--- src/rtl/pwm_bit_sender.sv ---
module pwm_bit_sender #(
  parameter int SHORT_CYC = 4,
  parameter int LONG_CYC  = 12,
  parameter int RUN_LIMIT = 15
) (
  input  logic clk,
  input  logic rst_n,
  input  logic tick,
  input  logic cmp_bit,
  output logic line_out,
  output logic bit_q,
  output logic clamp
);
  localparam int PW      = $clog2(LONG_CYC + 1);
  localparam int RW      = $clog2(RUN_LIMIT + 2);
  localparam int RUN_TOP = RUN_LIMIT + 1;

  logic          primed;
  logic [PW-1:0] pcnt;
  logic [RW-1:0] run;
  logic [RW-1:0] run_nxt;
  logic [PW-1:0] width;
  logic          same;

  assign same     = primed && (cmp_bit == bit_q);
  assign run_nxt  = !same ? RW'(1) : (run == RW'(RUN_TOP) ? run : run + RW'(1));
  assign width    = bit_q ? PW'(SHORT_CYC) : PW'(LONG_CYC);
  assign line_out = (pcnt != '0);

  always_ff @(posedge clk) begin
    if (!rst_n) begin
      primed <= 1'b0;
      bit_q  <= 1'b0;
      pcnt   <= '0;
      run    <= '0;
      clamp  <= 1'b0;
    end else if (tick) begin
      primed <= 1'b1;
      bit_q  <= cmp_bit;
      pcnt   <= primed ? width : '0;
      run    <= run_nxt;
      clamp  <= (run_nxt > RW'(RUN_LIMIT));
    end else if (pcnt != '0) begin
      pcnt <= pcnt - PW'(1);
    end
  end
endmodule


--- config.mk ---
export PLATFORM = sky130hd
export DESIGN_NAME = pwm_bit_sender
export DESIGN_NICKNAME = d
export VERILOG_FILES = /design/src/rtl/pwm_bit_sender.sv
export SDC_FILE = /design/constraint.sdc
export NUM_CORES = 1
export LEC_CHECK = 0
export ABC_AREA = 1
export BUFFER_PORTS_ARGS = -buffer_cell sky130_fd_sc_hd__buf_2
export CORE_AREA = 2 2 39 41
export CTS_CLUSTER_DIAMETER = 150
export DETAILED_ROUTE_END_ITERATION = 10
export DIE_AREA = 0 0 41 43
export PLACE_DENSITY = 0.65
export SLEW_MARGIN = 20
export SYNTH_ARGS = -nofsm -noshare
export SYNTH_HDL_FRONTEND = slang
export SYNTH_SLANG_ARGS = --single-unit
--- constraint.sdc ---
create_clock -name clk -period 3.1 [get_ports clk]
set_input_delay 0.62 -clock clk [delete_from_list [all_inputs] [get_ports clk]]
set_output_delay 0.62 -clock clk [all_outputs]
set_load 0.05 [all_outputs]
**Word-level counts from Yosys, hierarchy flattened**

Index checks and enable logic that the tools add are counted.

- Bits in registers: 12
- Latch bits: 0
- Bits in writable memories: 0
- Memory bits (read-only): 0
- Input port bits: 4
- Output and inout port bits: 3
- Word-level logic and storage cells: 19
- Memories: 0

- Add/subtract/negate cells: 2
- Multipliers: 0
- Divide/modulo/power cells: 0
- $lt $le $gt $ge: 1
- Eq/ne operators: 2
- Shift-type cells: 0
- Mux-type cells: 6
- Bitwise operators: 0
- Reductions and logical operators: 3

Operators with widths:

| kind | number |
|---|---|
| 4-bit 2-to-1 mux | 4 |
| 5-bit 2-to-1 mux | 2 |
| 5-bit by 1-bit adder with 5-bit output, second input constant | 1 |
| 5-bit == test, second input constant | 1 |
| 5-bit by 4-bit greater-than comparator with 1-bit output, second input constant | 1 |
| 4-bit nonzero test | 1 |
| 4-bit by 1-bit subtractor with 4-bit output, second input constant | 1 |
| 2-bit nonzero test | 1 |
| 1-bit == test | 1 |
| 1-bit logical AND | 1 |

**Logic depth before layout (Yosys ltp)**

Gate-level depths: netlist of run 1.

- Word-level depth: 4
- Gate-level depth with buffers: 6

**Least setup slack after synthesis of run 1**

No wires, ideal clock.

- Kind: register to output
- From: register pcnt[0]
- To: output port line_out
- Arrival: 0.939 ns
- Required time: 2.480 ns
- Setup slack: 1.541 ns
- Cell stages (with the launch flop): 4
- Path buffers: 0
- Path through: dfxtp_1 > inv_1 > ha_1 > nand2_1

- Word-level cells in the longest chain between the ends: 1

Ends and longest elaborated chain:

| what | line | text |
|---|---|---|
| from (decl) | 19 | `logic [PW-1:0] pcnt;` |
| from (signal assigned) | 40 | `pcnt <= primed ? width : '0;` |
| from (signal assigned) | 44 | `pcnt <= pcnt - PW'(1);` |
| 4-bit nonzero test | 28 | `assign line_out = (pcnt != '0);` |
| to (decl) | 10 | `output logic line_out,` |

No other way between the ends.

**Worst setup path after layout of run 1**

Same ends and word-level chain as after synthesis.

==> results of run 1 <==
==> power by group <==
| group | internal (uW) | total (uW) | switching (uW) |
|---|---|---|---|
| registers | 164 | 172 | 7.27 |
| clock network | 44.8 | 91.8 | 47.1 |
| logic | 26.4 | 86.6 | 60.2 |
==> state kept, by name (all words and copies together) (netlist names) <==
register  count
bit_q         1
clamp         1
pcnt          4
primed        1
run           5
==> per-stage QoR <==
step	util [%]	hold slack (ns)
finish	49.5	0.457
global route	49.5	0.504
CTS	49.5	0.465
detailed placement	47.9	0.445
global placement	47.9	0.446
floorplan	-	0.469
==> final cells by class <==
cell class / count / share of cell area (%)
Multi-Input combinational cell: 59 / 47.1
Sequential cell: 12 / 35.0
Inverter: 13 / 7.30
Timing Repair Buffer: 6 / 4.38
Clock buffer: 3 / 3.28
Tap cell: 16 / 2.92
==> per-layer routing <==
layer | GRT usage, % | vias up | wire [um]
met2 | 27.2 | 2 | 582
met4 | 6.00 | 0 | 9
li1 | - | 298 | -
met3 | 3.14 | 2 | 21
met1 | 18.1 | 243 | 507
met5 | 0 | - | 0
==> critical path: cells and delay by family, from the launching register on <==
family | cells | cell delay (ns)
buf+inv | 2 | 0.36
fa+ha+maj | 1 | 0.22
flops | 1 | 0.31
simple gates | 1 | 0.12
==> synth_stat cells <==
master,number
clkinv_2,1
o21ai_1,4
nand3_2,1
inv_1,11
nand2_2,2
ha_1,4
o21ai_0,3
o21a_1,2
a21oi_2,1
nor2_1,6
o21bai_1,1
dfxtp_1,12
a21oi_1,7
nand2_1,17
xor2_1,1
o22ai_1,1
inv_2,1
nand4_1,2
nand3_1,7
==> layout by cell type, fill, tap and decap left out <==
cell       n
nand2_1   17
inv_1     11
nand2_2    2
xor2_1     1
clkinv_2   1
o22ai_1    1
clkbuf_4   3
nand3_2    1
nor2_1     6
buf_2      6
inv_2      1
o21ai_0    3
o21a_1     2
a21oi_1    7
o21bai_1   1
o21ai_1    4
nand3_1    7
ha_1       4
nand4_1    2
dfxtp_1   12
a21oi_2    1
==> cell families (layout without fill, tap and decap cells) <==
family	Yosys count	count (layout)	synth area share (%)
and+or+nand+nor	35	35	25.5
adders and majority gates	4	4	8.16
xor gates and xnor gates	1	1	1.43
buffers and inverters	13	22	8.16
AOI/OAI and AO/OA	19	19	17.6
DFF	12	12	39.2
==> final timing paths <==
check,endpoint,slack (ns),cells past startpoint
setup / recovery,line_out,1.22,4
hold / removal,clamp,0.46,2
setup reg to reg,pcnt[1],1.99,6
hold reg to reg,clamp,0.46,2
==> run_results.csv, run 1 <==
group,metric,value,unit
run_status,status,"complete, no violations",
yosys,yosys_warnings,0,
clock_network,cts_setup_buffers,0,
critical_path,cp-end-kind,"primary output",
clock_network,cts_root_buf,"clkbuf_4",
sta,setup_viol,0,
finish,diodes,0,
finish,finalNonFillerCells,109,
finish,finalInstanceArea,686,um^2
drt,route.detailed.wl_per_inst,10.3,um
placement,place_ws,1.49,ns
yosys,ys_top_cells_by_area,"dfxtp_1 39%, nand2_1 10%, ha_1 8.2%, inv_1 6.7%, a21oi_1 5.7%",
yosys,synth_seq_cells,12,
clock_network,cts_hold_buf,0,
sta,rsz0062_at_grt,"no",
floorplan,die_y,43,um
floorplan,initial_core_util,44.3,%
yosys,synthCells,84,
sta,layout_setup_ws,1.22,ns
critical_path,crit_path_start_kind,"flop",
drt,routed_wl,1120,um
clock_network,cts_buffers,3,
sta,worstMarginPinSlew,0.222,ns
pwr,peakVddDrop,0.324,mV
clock_network,clock_latency,0.26,ns
job,cap_viol_max_count,0,
drt,drc,0,
placement,port_buffers,6,
floorplan,floorplan.die_area,0.00176,mm^2
sta,finalCritPeriodShare,60.7,%
sta,hold_viol,0,
sta,fin_skew,0.00810,ns
finish,syn2layout_area_growth,11.8,%
critical_path,path_class,"reg -> out",
drt,ant_nets,0,
critical_path,worstPathArrival,1.26,ns
placement,placed_cell_area,663,um^2
placement,dp.final_hpwl,867,um
pwr,p_leak,0.000310,uW
placement,routabilityCongestion,0.738,
drt,vias,545,
yosys,synth_seq_area_share,39.2,%
finish,multi_input_area,323,um^2
sta,finalSetupTns,0,ns
yosys,yosys.area.top_type_share,39.2,%
drt,first_pass_iters,4,
grt,grt_usage,15.9,%
critical_path,crit_path_top_delay_cell,"dfxtp_1",
critical_path,r2r-start,"pcnt[0]",
clock_network,cts_resized,0,
clock_network,cts_tree,"built",
sta,drv_slew,0,
grt,grt_pass1_vias,523,
finish,drive_gt1_share,16.1,%
floorplan,die_x,41,um
pwr,p_total,350,uW
worst_hold_path,hp-class,"reg -> reg",
pwr,pwr_density_cell,510,mW/mm^2
yosys,syn_nets,92,
finish,nets,103,
critical_path,cp_cell_sequence,"inv_1 -> ha_1 -> nand2_1 -> buf_2",
grt,grt_max_degree,9,
yosys,yosysUniqueCellTypes,19,
drt,via_per_inst,5.00,
clock_network,clock-sinks,12,
critical_path,critPathMaxStageDelay,0.31,ns
placement,dp_cells,106,
sta,slew_headroom,85.1,%
yosys,synthesis.area,613,um^2
grt,overflow,0,
clock_network,clockBufferDepth,2,
finish,fillers,157,
grt,grt_pass1_wl,1950,um
yosys,synth_top_area_cell,"dfxtp_1",
yosys,syn_avg_cell_area,7.30,um^2
critical_path,cp.required,2.48,ns
floorplan,ioPinCount,7,
grt,antenna_found_initial,0,
critical_path,startpoint,"pcnt[0]",
critical_path,crit_path_max_fanout,6,
finish,ff_latch_area,240,um^2
sta,max_freq,0.531,GHz
clock_network,htreeDepth,1,
drt,drtIter0Drc,10,
clock_network,path_clk_slew,0.07,ns
worst_hold_path,hold_path_startpoint,"clamp",
floorplan,num_rows,14,
floorplan,coreArea,0.00138,mm^2
sta,finalCriticalPeriod,1.88,ns
(Power assumes the default switching activity.)
==> run 2, diff against run 1 <==
==> constraint.sdc (replaced) <==
create_clock -name clk -period 1.8 [get_ports clk]
set_input_delay 0.36 -clock clk [delete_from_list [all_inputs] [get_ports clk]]
set_output_delay 0.36 -clock clk [all_outputs]
set_load 0.05 [all_outputs]
==> run_results.csv, run 2 (synthesized netlist as in run 1, its figures left out) <==
group,metric,value,unit
run_status,status,"complete, no violations",
finish,final_util,50.5,%
grt,antenna_found_initial,0,
floorplan,die_x,41,um
critical_path,crit_path_max_fanout,6,
drt,drc,0,
drt,first_pass_iters,2,
finish,finalNonFillerCells,110,
clock_network,cts_buffers,3,
sta,finalCriticalPeriod,1.64,ns
finish,layout_commonest_cell,"nand2_1",
clock_network,cts_hold_buf,0,
clock_network,cts_root_buf,"clkbuf_4",
pwr,peakVddDrop,0.452,mV
critical_path,critPathMaxStageDelay,0.31,ns
sta,finalSetupTns,0,ns
finish,nets,103,
clock_network,cts_tree,"built",
floorplan,num_rows,14,
finish,largest_register_ffs,5,
floorplan,die_y,43,um
grt,grt_usage,15.8,%
drt,ant_nets,0,
finish,reg_top3,"run (5), pcnt (4)",
drt,drtIter0Drc,1,
drt,via_per_inst,4.94,
critical_path,cp_cell_sequence,"inv_1 -> ha_1 -> nand2_1 -> buf_2",
placement,port_buffers,6,
drt,vias,543,
finish,multi_input_area,323,um^2
sta,max_freq,0.612,GHz
grt,grt_pass1_vias,504,
finish,diodes,0,
floorplan,initial_core_util,44.3,%
sta,hold_viol,0,
sta,rsz0062_at_grt,"no",
job,cap_viol_max_count,0,
clock_network,path_clk_slew,0.08,ns
placement,routabilityCongestion,0.737,
placement,dp_cells,106,
worst_hold_path,hp-class,"in -> reg",
finish,fillers,147,
critical_path,path_class,"reg -> out",
clock_network,htreeDepth,1,
floorplan,floorplan.die_area,0.00176,mm^2
sta,drv_slew,0,
finish,layout_common_cells,"17 x nand2_1, 12 x dfxtp_1, 11 x inv_1",
clock_network,clockBufferDepth,2,
finish,ff_latch_area,240,um^2
clock_network,clock-sinks,12,
grt,overflow,0,
critical_path,crit_path_start_kind,"flop",
floorplan,coreArea,0.00138,mm^2
critical_path,worstPathArrival,1.28,ns
placement,placed_cell_area,663,um^2
finish,drive_gt1_share,17.0,%
clock_network,cts_setup_buffers,0,
critical_path,cp.required,1.44,ns
clock_network,cts_resized,0,
grt,grt_pass1_wl,1840,um
finish,finalInstanceArea,699,um^2
critical_path,crit_path_top_delay_cell,"dfxtp_1",
placement,dp.final_hpwl,838,um
drt,route.detailed.wl_per_inst,9.69,um
sta,worstMarginPinSlew,0.249,ns
pwr,pwr_density_cell,944,mW/mm^2
finish,regMostFlops,"run",
sta,fin_skew,0.00560,ns
critical_path,cp-end-kind,"primary output",
sta,hold_ws,0.354,ns
sta,setup_viol,0,
sta,slew_headroom,83.5,%
floorplan,ioPinCount,7,
grt,grt_max_degree,9,
sta,finalCritPeriodShare,90.8,%
pwr,p_leak,0.000318,uW
drt,routed_wl,1070,um
clock_network,clock_latency,0.28,ns
finish,syn2layout_area_growth,14.1,%
==> run 2: cell types whose count changed in the layout (fill, tap and decap cells not counted) <==
cell | previous run | this run
clkbuf_8 | 0 | 1
==> run 2: final cells by class <==
class	count	share of cell area [%]
Multi-Input combinational cell	59	46.2
Timing Repair Buffer	6	4.29
Sequential cell	12	34.3
Inverter	13	7.16
Tap cell	16	2.86
Clock buffer	4	5.19
==> run 2: critical path, delay by kind of cell, from the launching register on <==
kind          cells  cell delay (ns)
flops             1             0.31
buf+inv           2             0.37
fa+ha+maj         1             0.21
simple gates      1             0.12
==> run 2: report_power, final <==
group	internal [uW]	leakage [uW]	total (uW)	switching [uW]
logic	44.9	0.000198	150	105
clock network	123	0.0000210	216	92.8
registers	283	0.0000982	295	12.4
total	451	0.000318	661	210
==> run 2: final timing paths <==
path	from	end	slack, ns	cells past startpoint
hold reg to reg	clamp	clamp	0.46	2
setup reg to reg	pcnt[0]	pcnt[1]	0.68	6
setup / recovery	pcnt[0]	line_out	0.16	4
hold / removal	cmp_bit	bit_q	0.35	3
==> run 2: per-layer routing <==
layer | wire length, um | GRT usage (%) | vias up
met5 | 0 | 0 | -
met4 | 22 | 12.0 | 0
met3 | 24 | 3.14 | 4
met2 | 506 | 23.8 | 6
met1 | 512 | 18.4 | 235
li1 | - | - | 298
==> run 2: through the flow <==
step | setup WS (ns) | power, uW
2_1_floorplan | 0.428 | 416
3_3_place_gp | 0.496 | 448
3_5_place_dp | 0.461 | 453
4_1_cts | 0.156 | 669
5_1_grt | 0.0718 | 703
6_report | 0.165 | 661
==> run 3, diff against run 2 <==
--- a/config.mk
+++ b/config.mk
@@ -7,11 +7,13 @@
 export LEC_CHECK = 0
 export ABC_AREA = 1
 export BUFFER_PORTS_ARGS = -buffer_cell sky130_fd_sc_hd__buf_2
-export CORE_AREA = 2 2 39 41
+export CELL_PAD_IN_SITES_DETAIL_PLACEMENT = 0
+export CELL_PAD_IN_SITES_GLOBAL_PLACEMENT = 1
+export CORE_UTILIZATION = 39
 export CTS_CLUSTER_DIAMETER = 150
+export CTS_CLUSTER_SIZE = 40
 export DETAILED_ROUTE_END_ITERATION = 10
-export DIE_AREA = 0 0 41 43
-export PLACE_DENSITY = 0.65
+export PLACE_DENSITY_LB_ADDON = 0.1
 export SLEW_MARGIN = 20
 export SYNTH_ARGS = -nofsm -noshare
 export SYNTH_HDL_FRONTEND = slang
==> run_results.csv, run 3 (synthesized netlist as in run 1, its figures left out) <==
group,metric,value,unit
sta,worstMarginPinSlew,0.249,ns
critical_path,crit_path_top_delay_cell,"dfxtp_1",
sta,setup_viol,0,
critical_path,startpoint,"pcnt[0]",
finish,syn2layout_area_growth,11.6,%
worst_hold_path,hold_depth,3,
sta,finalSetupTns,0,ns
finish,final_util,49.5,%
clock_network,path_clk_slew,0.07,ns
grt,grt_pass1_wl,1890,um
critical_path,cp.required,1.44,ns
finish,nets,103,
pwr,peakVddDrop,0.460,mV
finish,largest_register_ffs,5,
drt,drtIter0Drc,20,
finish,finalInstanceArea,684,um^2
floorplan,die_x,41.7,um
placement,dp.final_hpwl,836,um
sta,finalCritPeriodShare,89.9,%
floorplan,floorplan.die_area,0.00173,mm^2
critical_path,r2r-start,"pcnt[0]",
pwr,p_total,602,uW
run_status,status,"complete, no violations",
finish,drive_gt1_share,16.1,%
critical_path,crit_path_start_kind,"flop",
drt,vias,523,
pwr,pwr_density_cell,879,mW/mm^2
clock_network,clock_latency,0.27,ns
drt,via_per_inst,4.84,
critical_path,cp-end-kind,"primary output",
sta,hold_viol,0,
finish,regMostFlops,"run",
placement,place_ws,0.465,ns
placement,port_buffers,6,
worst_hold_path,hold_path_startpoint,"cmp_bit",
clock_network,cts_buffers,3,
critical_path,path_class,"reg -> out",
grt,grt_usage,14.7,%
clock_network,cts_resized,0,
drt,route.detailed.wl_per_inst,9.79,um
floorplan,coreArea,0.00138,mm^2
sta,layout_setup_ws,0.181,ns
drt,drc,0,
sta,max_freq,0.618,GHz
critical_path,critPathMaxStageDelay,0.31,ns
sta,finalCriticalPeriod,1.62,ns
drt,first_pass_iters,4,
sta,slew_headroom,83.5,%
clock_network,clockBufferDepth,2,
sta,fin_skew,0.00476,ns
clock_network,cts_setup_buffers,0,
grt,antenna_found_initial,0,
job,cap_viol_max_count,0,
placement,placed_cell_area,662,um^2
grt,grt_pass1_vias,448,
clock_network,clock-sinks,12,
critical_path,reg2reg_depth,6,
sta,drv_slew,0,
drt,routed_wl,1060,um
clock_network,cts_tree,"built",
finish,layout_commonest_cell,"nand2_1",
clock_network,htreeDepth,1,
floorplan,die_y,41.7,um
placement,routabilityCongestion,0.773,
critical_path,cp_cell_sequence,"inv_1 -> ha_1 -> nand2_1 -> buf_2",
drt,ant_nets,0,
floorplan,ioPinCount,7,
finish,diodes,0,
grt,overflow,0,
finish,layout_common_cells,"17 x nand2_1, 12 x dfxtp_1, 11 x inv_1",
floorplan,num_rows,13,
clock_network,cts_hold_buf,0,
clock_network,cts_root_buf,"clkbuf_4",
sta,rsz0062_at_grt,"no",
worst_hold_path,hp-class,"in -> reg",
grt,grt_max_degree,9,
critical_path,crit_path_max_fanout,6,
floorplan,initial_core_util,44.3,%
pwr,p_leak,0.000310,uW
critical_path,worstPathArrival,1.26,ns
finish,reg_top3,"run (5), pcnt (4)",
## run 3: cell types whose count changed in the layout (fill, tap and decap cells not counted), sizes merged
cell / delta
clkbuf: -1
## run 3: worst paths after layout
check	to	slack, ns
max	line_out	0.18
min	bit_q	0.36
max reg2reg	pcnt[1]	0.70
min reg2reg	clamp	0.45
## run 3: stage by stage
step                      hold slack (ns)  instances
after global placement              0.447        105
after CTS                           0.351        108
after global routing                0.372        108
after floorplan                     0.449         84
final                               0.360        108
after detailed placement            0.443        105
## run 3: layout make-up
type | instances | area [um^2]
inverters | 13 | 50.0
flip-flops and latches | 12 | 240
repair buffers | 6 | 30.0
fillers | 147 | 698
well taps | 15 | 18.8
multi-input cells | 59 | 323
clock buffers | 3 | 22.5
## run 3: layer usage
layer | up-vias | share of wire (%) | wire length, um | track usage (%)
met2 | 9 | 41 | 431 | 20.3
met3 | 4 | 4.5 | 48 | 6.52
met1 | 214 | 52 | 547 | 18.3
met4 | 0 | 2.8 | 30 | 9.68
li1 | 296 | - | - | -
met5 | - | 0 | 0 | 0
## run 3: worst max-delay path: cells and delay by family (launching register included)
family / cells / cell delay (ns)
adder cells (fa/ha/maj): 1 / 0.21
flip-flops: 1 / 0.31
AND/OR/NAND/NOR: 1 / 0.11
buffers and inverters: 2 / 0.37
## run 3: where the power goes
group          switching, uW  internal, uW
clock network           81.9          77.4
registers               12.8           283
logic                    102          44.9
